[src/rtl/mtc_pkg.sv]
package mtc_pkg;

  // tick count at which stop point k is reached
  function automatic int unsigned stop_ticks(int unsigned tmin, int unsigned k);
    return tmin << k;
  endfunction

  // exponent of the power-of-two count threshold
  function automatic int unsigned thr_exp(int unsigned log0, int unsigned step,
                                          logic [1:0] sel);
    return log0 + step * int'(sel);
  endfunction

endpackage

[src/rtl/mtc_interval_timer.sv]
module mtc_interval_timer #(
  parameter int MIN_TICKS = 5,
  parameter int MAX_DBL   = 7,
  parameter int ET_W      = 10,
  parameter int DBL_W     = 3
) (
  input  logic             clk,
  input  logic             rst_n,
  input  logic             tick,
  input  logic             extend,
  input  logic             restart,
  output logic [DBL_W-1:0] dbl,
  output logic             stop_hit
);
  import mtc_pkg::*;

  localparam logic [ET_W-1:0] TMIN_V = ET_W'(MIN_TICKS);

  logic [ET_W-1:0] elapsed;
  logic [ET_W-1:0] limit;
  logic [ET_W-1:0] elapsed_nx;

  assign limit      = TMIN_V << dbl;
  assign elapsed_nx = elapsed + 1'b1;
  assign stop_hit   = tick && (elapsed_nx == limit);

  always_ff @(posedge clk) begin
    if (!rst_n) begin
      elapsed <= '0;
      dbl     <= '0;
    end else if (restart) begin
      elapsed <= '0;
      dbl     <= '0;
    end else begin
      if (tick)   elapsed <= elapsed_nx;
      if (extend) dbl     <= dbl + 1'b1;
    end
  end

  // elapsed time never runs past the active stop point
  assert_elapsed_in_window_R3: assert property (@(posedge clk) disable iff (!rst_n)
    elapsed < limit);

  // doubling count never exceeds its ceiling
  assert_dbl_bounded_R5: assert property (@(posedge clk) disable iff (!rst_n)
    dbl <= DBL_W'(MAX_DBL));

  // an extension moves to the next stop point
  assert_extend_doubles_R3: assert property (@(posedge clk) disable iff (!rst_n)
    extend |=> (dbl == $past(dbl) + 1'b1));

endmodule

[src/rtl/mtc_stop_decider.sv]
module mtc_stop_decider #(
  parameter int CNT_W    = 24,
  parameter int THR_LOG0 = 4,
  parameter int THR_STEP = 2,
  parameter int MAX_DBL  = 7,
  parameter int DBL_W    = 3
) (
  input  logic             stop_hit,
  input  logic [DBL_W-1:0] dbl,
  input  logic [CNT_W-1:0] sig_count,
  input  logic [1:0]       thr_sel,
  output logic             met,
  output logic             extend,
  output logic             fire
);
  import mtc_pkg::*;

  logic [CNT_W:0] thr;
  logic           last_stop;

  assign thr       = (CNT_W+1)'(1) << thr_exp(THR_LOG0, THR_STEP, thr_sel);
  assign met       = {1'b0, sig_count} >= thr;
  assign last_stop = (dbl == DBL_W'(MAX_DBL));
  assign extend    = stop_hit && !(met || last_stop);
  assign fire      = stop_hit && (met || last_stop);

endmodule

[src/rtl/mtc_conv_sequencer.sv]
module mtc_conv_sequencer #(
  parameter int DBL_W = 3
) (
  input  logic             clk,
  input  logic             rst_n,
  input  logic             fire,
  input  logic [DBL_W-1:0] dbl,
  output logic             conv_start,
  output logic             clr_cnt,
  output logic [DBL_W-1:0] dbl_out
);

  always_ff @(posedge clk) begin
    if (!rst_n) begin
      conv_start <= 1'b0;
      clr_cnt    <= 1'b0;
      dbl_out    <= '0;
    end else begin
      conv_start <= fire;
      clr_cnt    <= conv_start;
      if (fire) dbl_out <= dbl;
    end
  end

  assert_start_single_R6: assert property (@(posedge clk) disable iff (!rst_n)
    conv_start |=> !conv_start);

  assert_clear_after_start_R7: assert property (@(posedge clk) disable iff (!rst_n)
    conv_start |=> clr_cnt);

  assert_clear_needs_start_R7: assert property (@(posedge clk) disable iff (!rst_n)
    clr_cnt |-> $past(conv_start));

  assert_dbl_out_held_R8: assert property (@(posedge clk) disable iff (!rst_n)
    (dbl_out != $past(dbl_out)) |-> conv_start);

endmodule

[src/rtl/mtc_time_controller.sv]
module mtc_time_controller #(
  parameter int MIN_TICKS = 5,
  parameter int MAX_DBL   = 7,
  parameter int CNT_W     = 24,
  parameter int THR_LOG0  = 4,
  parameter int THR_STEP  = 2,
  parameter int DBL_W     = $clog2(MAX_DBL + 1)
) (
  input  logic             clk,
  input  logic             rst_n,
  input  logic             tick,
  input  logic [1:0]       thr_sel,
  input  logic [CNT_W-1:0] sig_count,
  output logic             conv_start,
  output logic             clr_cnt,
  output logic [DBL_W-1:0] dbl_out
);
  import mtc_pkg::*;

  localparam int ET_W = $clog2(stop_ticks(MIN_TICKS, MAX_DBL) + 1);

  logic [DBL_W-1:0] dbl;
  logic             stop_hit;
  logic             met;
  logic             extend;
  logic             fire;

  mtc_interval_timer #(
    .MIN_TICKS(MIN_TICKS), .MAX_DBL(MAX_DBL), .ET_W(ET_W), .DBL_W(DBL_W)
  ) u_timer (
    .clk(clk), .rst_n(rst_n), .tick(tick), .extend(extend),
    .restart(fire), .dbl(dbl), .stop_hit(stop_hit)
  );

  mtc_stop_decider #(
    .CNT_W(CNT_W), .THR_LOG0(THR_LOG0), .THR_STEP(THR_STEP),
    .MAX_DBL(MAX_DBL), .DBL_W(DBL_W)
  ) u_decide (
    .stop_hit(stop_hit), .dbl(dbl), .sig_count(sig_count), .thr_sel(thr_sel),
    .met(met), .extend(extend), .fire(fire)
  );

  mtc_conv_sequencer #(.DBL_W(DBL_W)) u_seq (
    .clk(clk), .rst_n(rst_n), .fire(fire), .dbl(dbl),
    .conv_start(conv_start), .clr_cnt(clr_cnt), .dbl_out(dbl_out)
  );

  // threshold met at a stop point starts conversion with the current doublings
  assert_met_starts_R2: assert property (@(posedge clk) disable iff (!rst_n)
    (stop_hit && met) |=> (conv_start && dbl_out == $past(dbl)));

  // last stop point forces conversion
  assert_forced_stop_R5: assert property (@(posedge clk) disable iff (!rst_n)
    (stop_hit && dbl == DBL_W'(MAX_DBL)) |=> conv_start);

  // no conversion without a stop point
  assert_only_at_stops_R9: assert property (@(posedge clk) disable iff (!rst_n)
    !stop_hit |=> !conv_start);

endmodule

[config.mk]
export PLATFORM = sky130hd
export DESIGN_NAME = mtc_time_controller
export DESIGN_NICKNAME = d
export VERILOG_FILES = /design/src/rtl/mtc_pkg.sv /design/src/rtl/mtc_interval_timer.sv /design/src/rtl/mtc_stop_decider.sv /design/src/rtl/mtc_conv_sequencer.sv /design/src/rtl/mtc_time_controller.sv
export SDC_FILE = /design/constraint.sdc
export NUM_CORES = 1
export LEC_CHECK = 0
export BUFFER_PORTS_ARGS = -buffer_cell sky130_fd_sc_hd__buf_4
export CORE_MARGIN = 4
export CORE_UTILIZATION = 47
export CTS_CLUSTER_SIZE = 14
export DETAILED_ROUTE_END_ITERATION = 6
export PLACE_DENSITY_LB_ADDON = 0.05
export SKIP_LAST_GASP = 1
export SYNTH_ARGS = -nofsm -noshare
export SYNTH_HDL_FRONTEND = slang
export SYNTH_SLANG_ARGS = --single-unit
[constraint.sdc]
create_clock -name clk -period 6.3 [get_ports clk]
set_input_delay 0.63 -clock clk [delete_from_list [all_inputs] [get_ports clk]]
set_output_delay 0.63 -clock clk [all_outputs]
set_load 0.005 [all_outputs]
### Word level (Yosys, flattened, before mapping)

Index checks and enable logic that the tools add are counted.
Widths: inputs -> output; s select.

| word-level totals | value |
|---|---|
| input port bits | 29 |
| output and inout port bits | 5 |
| flip-flop bits (word level) | 18 |
| memories kept | 0 |
| memory bits (writable) | 0 |
| bits in latches | 0 |
| memory bits (read-only) | 0 |

| cells by class | value |
|---|---|
| shift-type cells | 2 |
| div/mod/pow operators | 0 |
| add/subtract/negate cells | 3 |
| multiply operators | 0 |
| multiplexer cells | 0 |
| equal/unequal tests | 2 |
| magnitude comparators | 1 |
| bitwise logic cells | 1 |
| reduce and logical (&&, ||, !) cells | 6 |

Operators with widths:

| operator | count |
|---|---|
| $shl 1x32->25 const A | 1 |
| $ge 24x25->1 | 1 |
| $add 10x1->10 const B | 1 |
| $eq 10x10->1 | 1 |
| $shl 3x3->10 const A | 1 |
| $add 3x3->4 const A | 1 |
| $add 3x1->3 const B | 1 |
| $eq 3x3->1 const B | 1 |
| $logic_and 1x1->1 | 3 |
| $reduce_or 2->1 | 1 |
| $logic_not 1->1 | 1 |
| $logic_or 1x1->1 | 1 |
| $not 1->1 | 1 |

### Depth between registers and ports, before layout

| depth | value |
|---|---|
| depth after elaboration | 6 |
| mapped depth | 8 |
| gate-level depth less buffers | 8 |

### Cells and area by module

Synthesis repeated with hierarchy kept, for this count alone.

| unflattened totals | value |
|---|---|
| cells, all modules | 158 |
| area total of the unflattened synthesis | 1,372.6 sq um |

By module, submodules not included:

| module | instances | seq. area each (sq um) | area an instance (sq um) | cells each |
|---|---|---|---|---|
| mtc_interval_timer | 1 | 260.2 | 955.9 | 110 |
| mtc_stop_decider | 1 | 0.0 | 254.0 | 35 |
| mtc_conv_sequencer | 1 | 100.1 | 162.7 | 13 |

### Worst setup path before layout

No wires, ideal clock.

| timing | value |
|---|---|
| kind | register to register |
| start | register u_timer.dbl[0] |
| end | register u_timer.elapsed[0] |
| stages on the path, launching flop included | 9 |
| arrival time | 2.136 ns |
| clock period less this slack | 2.267 ns |
| buffers on the path | 0 |
| path slack | 4.033 ns |
| required time | 6.169 ns |
| cells stage by stage | dfxtp_1 inv_1 ha_1 or2_1 mux2_4 o32ai_4 o211ai_4 o31ai_4 nor2_1 |

| between the ends | value |
|---|---|
| longest elaborated chain between the ends | 5 |
| elaborated cells on any way between the ends | 7 |
| classes of those cells | 2 x eq/ne; 1 x shift; 4 x reduce/logical |

RTL lines:

| item | line | text |
|---|---|---|
| from (decl) | mtc_interval_timer.sv:12 | `output logic [DBL_W-1:0] dbl,` |
| from (signal assigned) | mtc_interval_timer.sv:36 | `if (extend) dbl <= dbl + 1'b1;` |
| $shl 3x3->10 | mtc_interval_timer.sv:23 | `assign limit = TMIN_V << dbl;` |
| $eq 10x10->1 | mtc_interval_timer.sv:25 | `assign stop_hit = tick && (elapsed_nx == limit);` |
| $logic_and 1x1->1 | mtc_interval_timer.sv:25 |  |
| $logic_and 1x1->1 * | mtc_stop_decider.sv:25 | `assign fire = stop_hit && (met \|\| last_stop);` |
| $reduce_or 2->1 (no source line) * | n/a |  |
| to (signal assigned) | mtc_interval_timer.sv:35 | `if (tick) elapsed <= elapsed_nx;` |
| to (decl) | mtc_interval_timer.sv:19 | `logic [ET_W-1:0] elapsed;` |

Mark *: on every way between the ends. The rest lies on a longest branch, timed or not.
A chain may end at the register's enable or synchronous reset.

### Worst setup path in the final report

| timing | value |
|---|---|
| start | register u_timer.dbl[0] |
| end | register u_timer.elapsed[7] |

Same word-level chain as after synthesis.

==> metrics.md <==
| Metric | Value |
|---|---|
| CTS Sinks | 18 |
| Die area | 4020 µm² |
| Num CTS Buffers | 3 |
| Placed cells | 217 |
| CTS tree | built |
| R2r setup slk | 3.62 ns |
| Final WL | 3110 µm |
| Placer Congestion | 0.825 |
| Syn Area/Cell | 8.75 µm² |
| Asr flop ratio synth | 0 |
| Unrepaired setup endpoints after global routing | false |
| Via density | 5.71 |
| Final worst slack | 3.62 ns |
| Root buffer cell | clkbuf_4 |
| # setup viols final | 0 |
| Final min period | 2.68 ns |
| Die height | 63.4 µm |
| Largest net degree at the start of global routing | 15 |
| Initial Util | 0.506 |
| Crit end category | flop |
| Startpoint Class | flop |
| Max Cap Viol | 0 |
| Die X | 63.4 µm |
| # hold bufs at CTS | 0 |
| Clock buffer depth | 2 |
| Status | finished clean |
| Core area | 2850 µm² |
| H-tree levels | 1 |
| Area Overhead vs Synth | 16.9% |
| Vias in the first global route | 1231 |
| Post-Syn Instances | 165 |
| Critical Path End | u_timer.elapsed[7] |
| Setup Skew | 0.00884 ns |
| Post CTS Setup Buffer Count | 0 |
| Vias after detailed routing | 1263 |
| Top delay family on crit path | compound AO/OA/AOI/OAI gates |
| Worst min-delay path category | flop to flop |
| Post-Syn Nets | 204 |
| Seq cells post-synth | 18 |
| WHS | 0.467 ns |
| Standby leakage power | 0.000646 µW |
| Slew margin rel. | 0.662 |
| Kind of critical path | flop to flop |
| TNS Setup | 0 ns |
| Yosys warnings | 0 |
| R2R Path Start | u_timer.dbl[0] |
| Crit path max fanout | 10 |
| Final ANT Viol Nets | 0 |
| Final Max Slew Viols | 0 |
| Cell Rows | 19 |
| CP Launch Point | u_timer.dbl[0] |
| IO Port Bufs | 29 |
| Worst-path cell chain | inv_1, ha_1, or2_1, mux2_4, o32ai_4, o211ai_4, o31ai_4, nor2_1 |
| Net count reported at finish | 230 |
| I/O pin count | 34 |
| DRC violations left | 0 |
| Tot GR Track Use | 0.167 |
| Final Hold Viols | 0 |
| Critical path depth | 8 |
| Reg-to-Reg End | u_timer.elapsed[7] |
| Clock-pin slew on the worst setup and hold paths | 0.11 ns |
| Fin crit share | 0.425 |
| DRT Pass-1 Iters | 4 |
| Worst Tran Pin Value | 0.506 ns |
| Maximum clock rate | 373 MHz |
| Post-cts resize count | 0 |
| Fin cells | 221 |
| Pwr dens | 135 nW/µm² |
| Ys flop type | dfxtp_1 |
| First-pass GRT wire length | 5520 µm |
| Post-synth cell types | 52 |
| N_diodes | 0 |
| Fillers | 256 |
| Initial antenna violation count | 0 |
| Worst IR Drop VDD | 0.0000870 V |
| Clk Latency, worst-skew pair | 0.29 ns |
| CP bufs+invs | 1 |
| Hpwl dp | 2400 µm |
| Initial DRC Count | 74 |
| Congestion Overflow GR | 0 |
| Max incr delay on CP | 0.52 ns |
| Sequential area share after synthesis | 0.250 |
| Post-place setup slack | 3.64 ns |
| Post-synth EDFFs | 0 |
| WL per Instance | 14.0 µm |
| Synth Cell Area | 1440 µm² |
| Worst R2R Path Depth | 8 |
| Slowest-stage cell, CP | dfxtp_1 |
| WP data required | 6.47 ns |
| Share of layout cells above drive strength 1 | 0.258 |
| CP arrival | 2.85 ns |
## worst min-delay path by stage
stage	slack, ns	to	cells after the start	startpoint
finish	0.47	u_seq.dbl_out[0]	2	u_seq.dbl_out[0]
global route	0.49	u_seq.dbl_out[1]	2	u_seq.dbl_out[1]
CTS	0.47	u_seq.clr_cnt	1	u_seq.conv_start
detailed placement	0.45	u_seq.dbl_out[0]	2	u_seq.dbl_out[0]
global placement	0.44	u_seq.clr_cnt	1	u_seq.conv_start
floorplan	0.45	u_seq.dbl_out[0]	2	u_seq.dbl_out[0]
## cell families (layout without fill, tap and decap cells)
kind of cell / count (synthesis) / after routing / synth area share
adder cells (fa/ha/maj): 10 / 10 / 0.0867
multiplexers: 10 / 10 / 0.0728
flip-flops: 18 / 18 / 0.250
XOR/XNOR: 18 / 18 / 0.109
buffers and inverters: 11 / 36 / 0.0416
AO/OA/AOI/OAI: 23 / 23 / 0.152
AND/OR/NAND/NOR: 75 / 75 / 0.289
## routing by layer
metal,track usage,routed length (µm)
met3,0.0355,175
met2,0.261,1420
met4,0.0566,36
met5,0,0
met1,0.228,1470
## worst reg2reg max path, stage by stage (launching register included)
cell and delay (ns):
dfxtp_1 0.52, inv_1 0.15, ha_1 0.32, or2_1 0.26, mux2_4 0.29, o32ai_4 0.25, o211ai_4 0.17, o31ai_4 0.50
nor2_1 0.10
## registers in the layout, indices dropped and copies added (netlist names)
register	count
u_timer.elapsed	10
u_timer.dbl	3
u_seq.dbl_out	3
u_seq.clr_cnt	1
u_seq.conv_start	1
## cell usage after synthesis, types with 3 or more instances
library cell   n  area [µm²]
nand3_1       10        50.1
nand2_1       17        63.8
mux2i_1        9        90.1
xnor2_1       11        96.3
nor2_1        17        63.8
xor2_1         7        61.3
or2_2          3        18.8
dfxtp_1       18         360
nor4_1         3        18.8
nor3_1         4        20.0
inv_1          3        11.3
ha_1          10         125
o21ai_0        3        15.0
## cell type report
| cell class | count | area, µm² | area share |
|---|---|---|---|
| multi-input cells | 136 | 1020 | 0.606 |
| clock buffers | 4 | 36.3 | 0.0215 |
| flip-flops and latches | 18 | 360 | 0.213 |
| inverters | 3 | 11.3 | 0.00667 |
| repair buffers | 29 | 218 | 0.129 |
| well taps | 31 | 38.8 | 0.0230 |
## power breakdown
group / leakage, µW / switching, µW / internal, µW
registers: 0.000145 / 2.08 / 115
clock network: 0.0000210 / 36.8 / 35.2
logic: 0.000479 / 17.5 / 21.1
## layout by cell type (no fill, tap or decap), drive strengths merged, types with 3 or more instances in the layout
master,instances
and3,3
and4,3
buf,29
clkbuf,4
dfxtp,18
ha,10
inv,3
mux2i,9
nand2,17
nand3,10
nand4,4
nor2,17
nor3,6
nor4,3
o21ai,4
o31ai,3
or2,4
xnor2,11
xor2,7
## per-stage QoR
step                      area [µm²]  power [µW]   util
after floorplan                 1440         143      -
after global placement          1650         158  0.579
after detailed placement        1650         159  0.579
after CTS                       1690         233  0.592
after global routing            1690         244  0.592
final                           1690         228  0.592
Power figures use the tool's default switching activity.
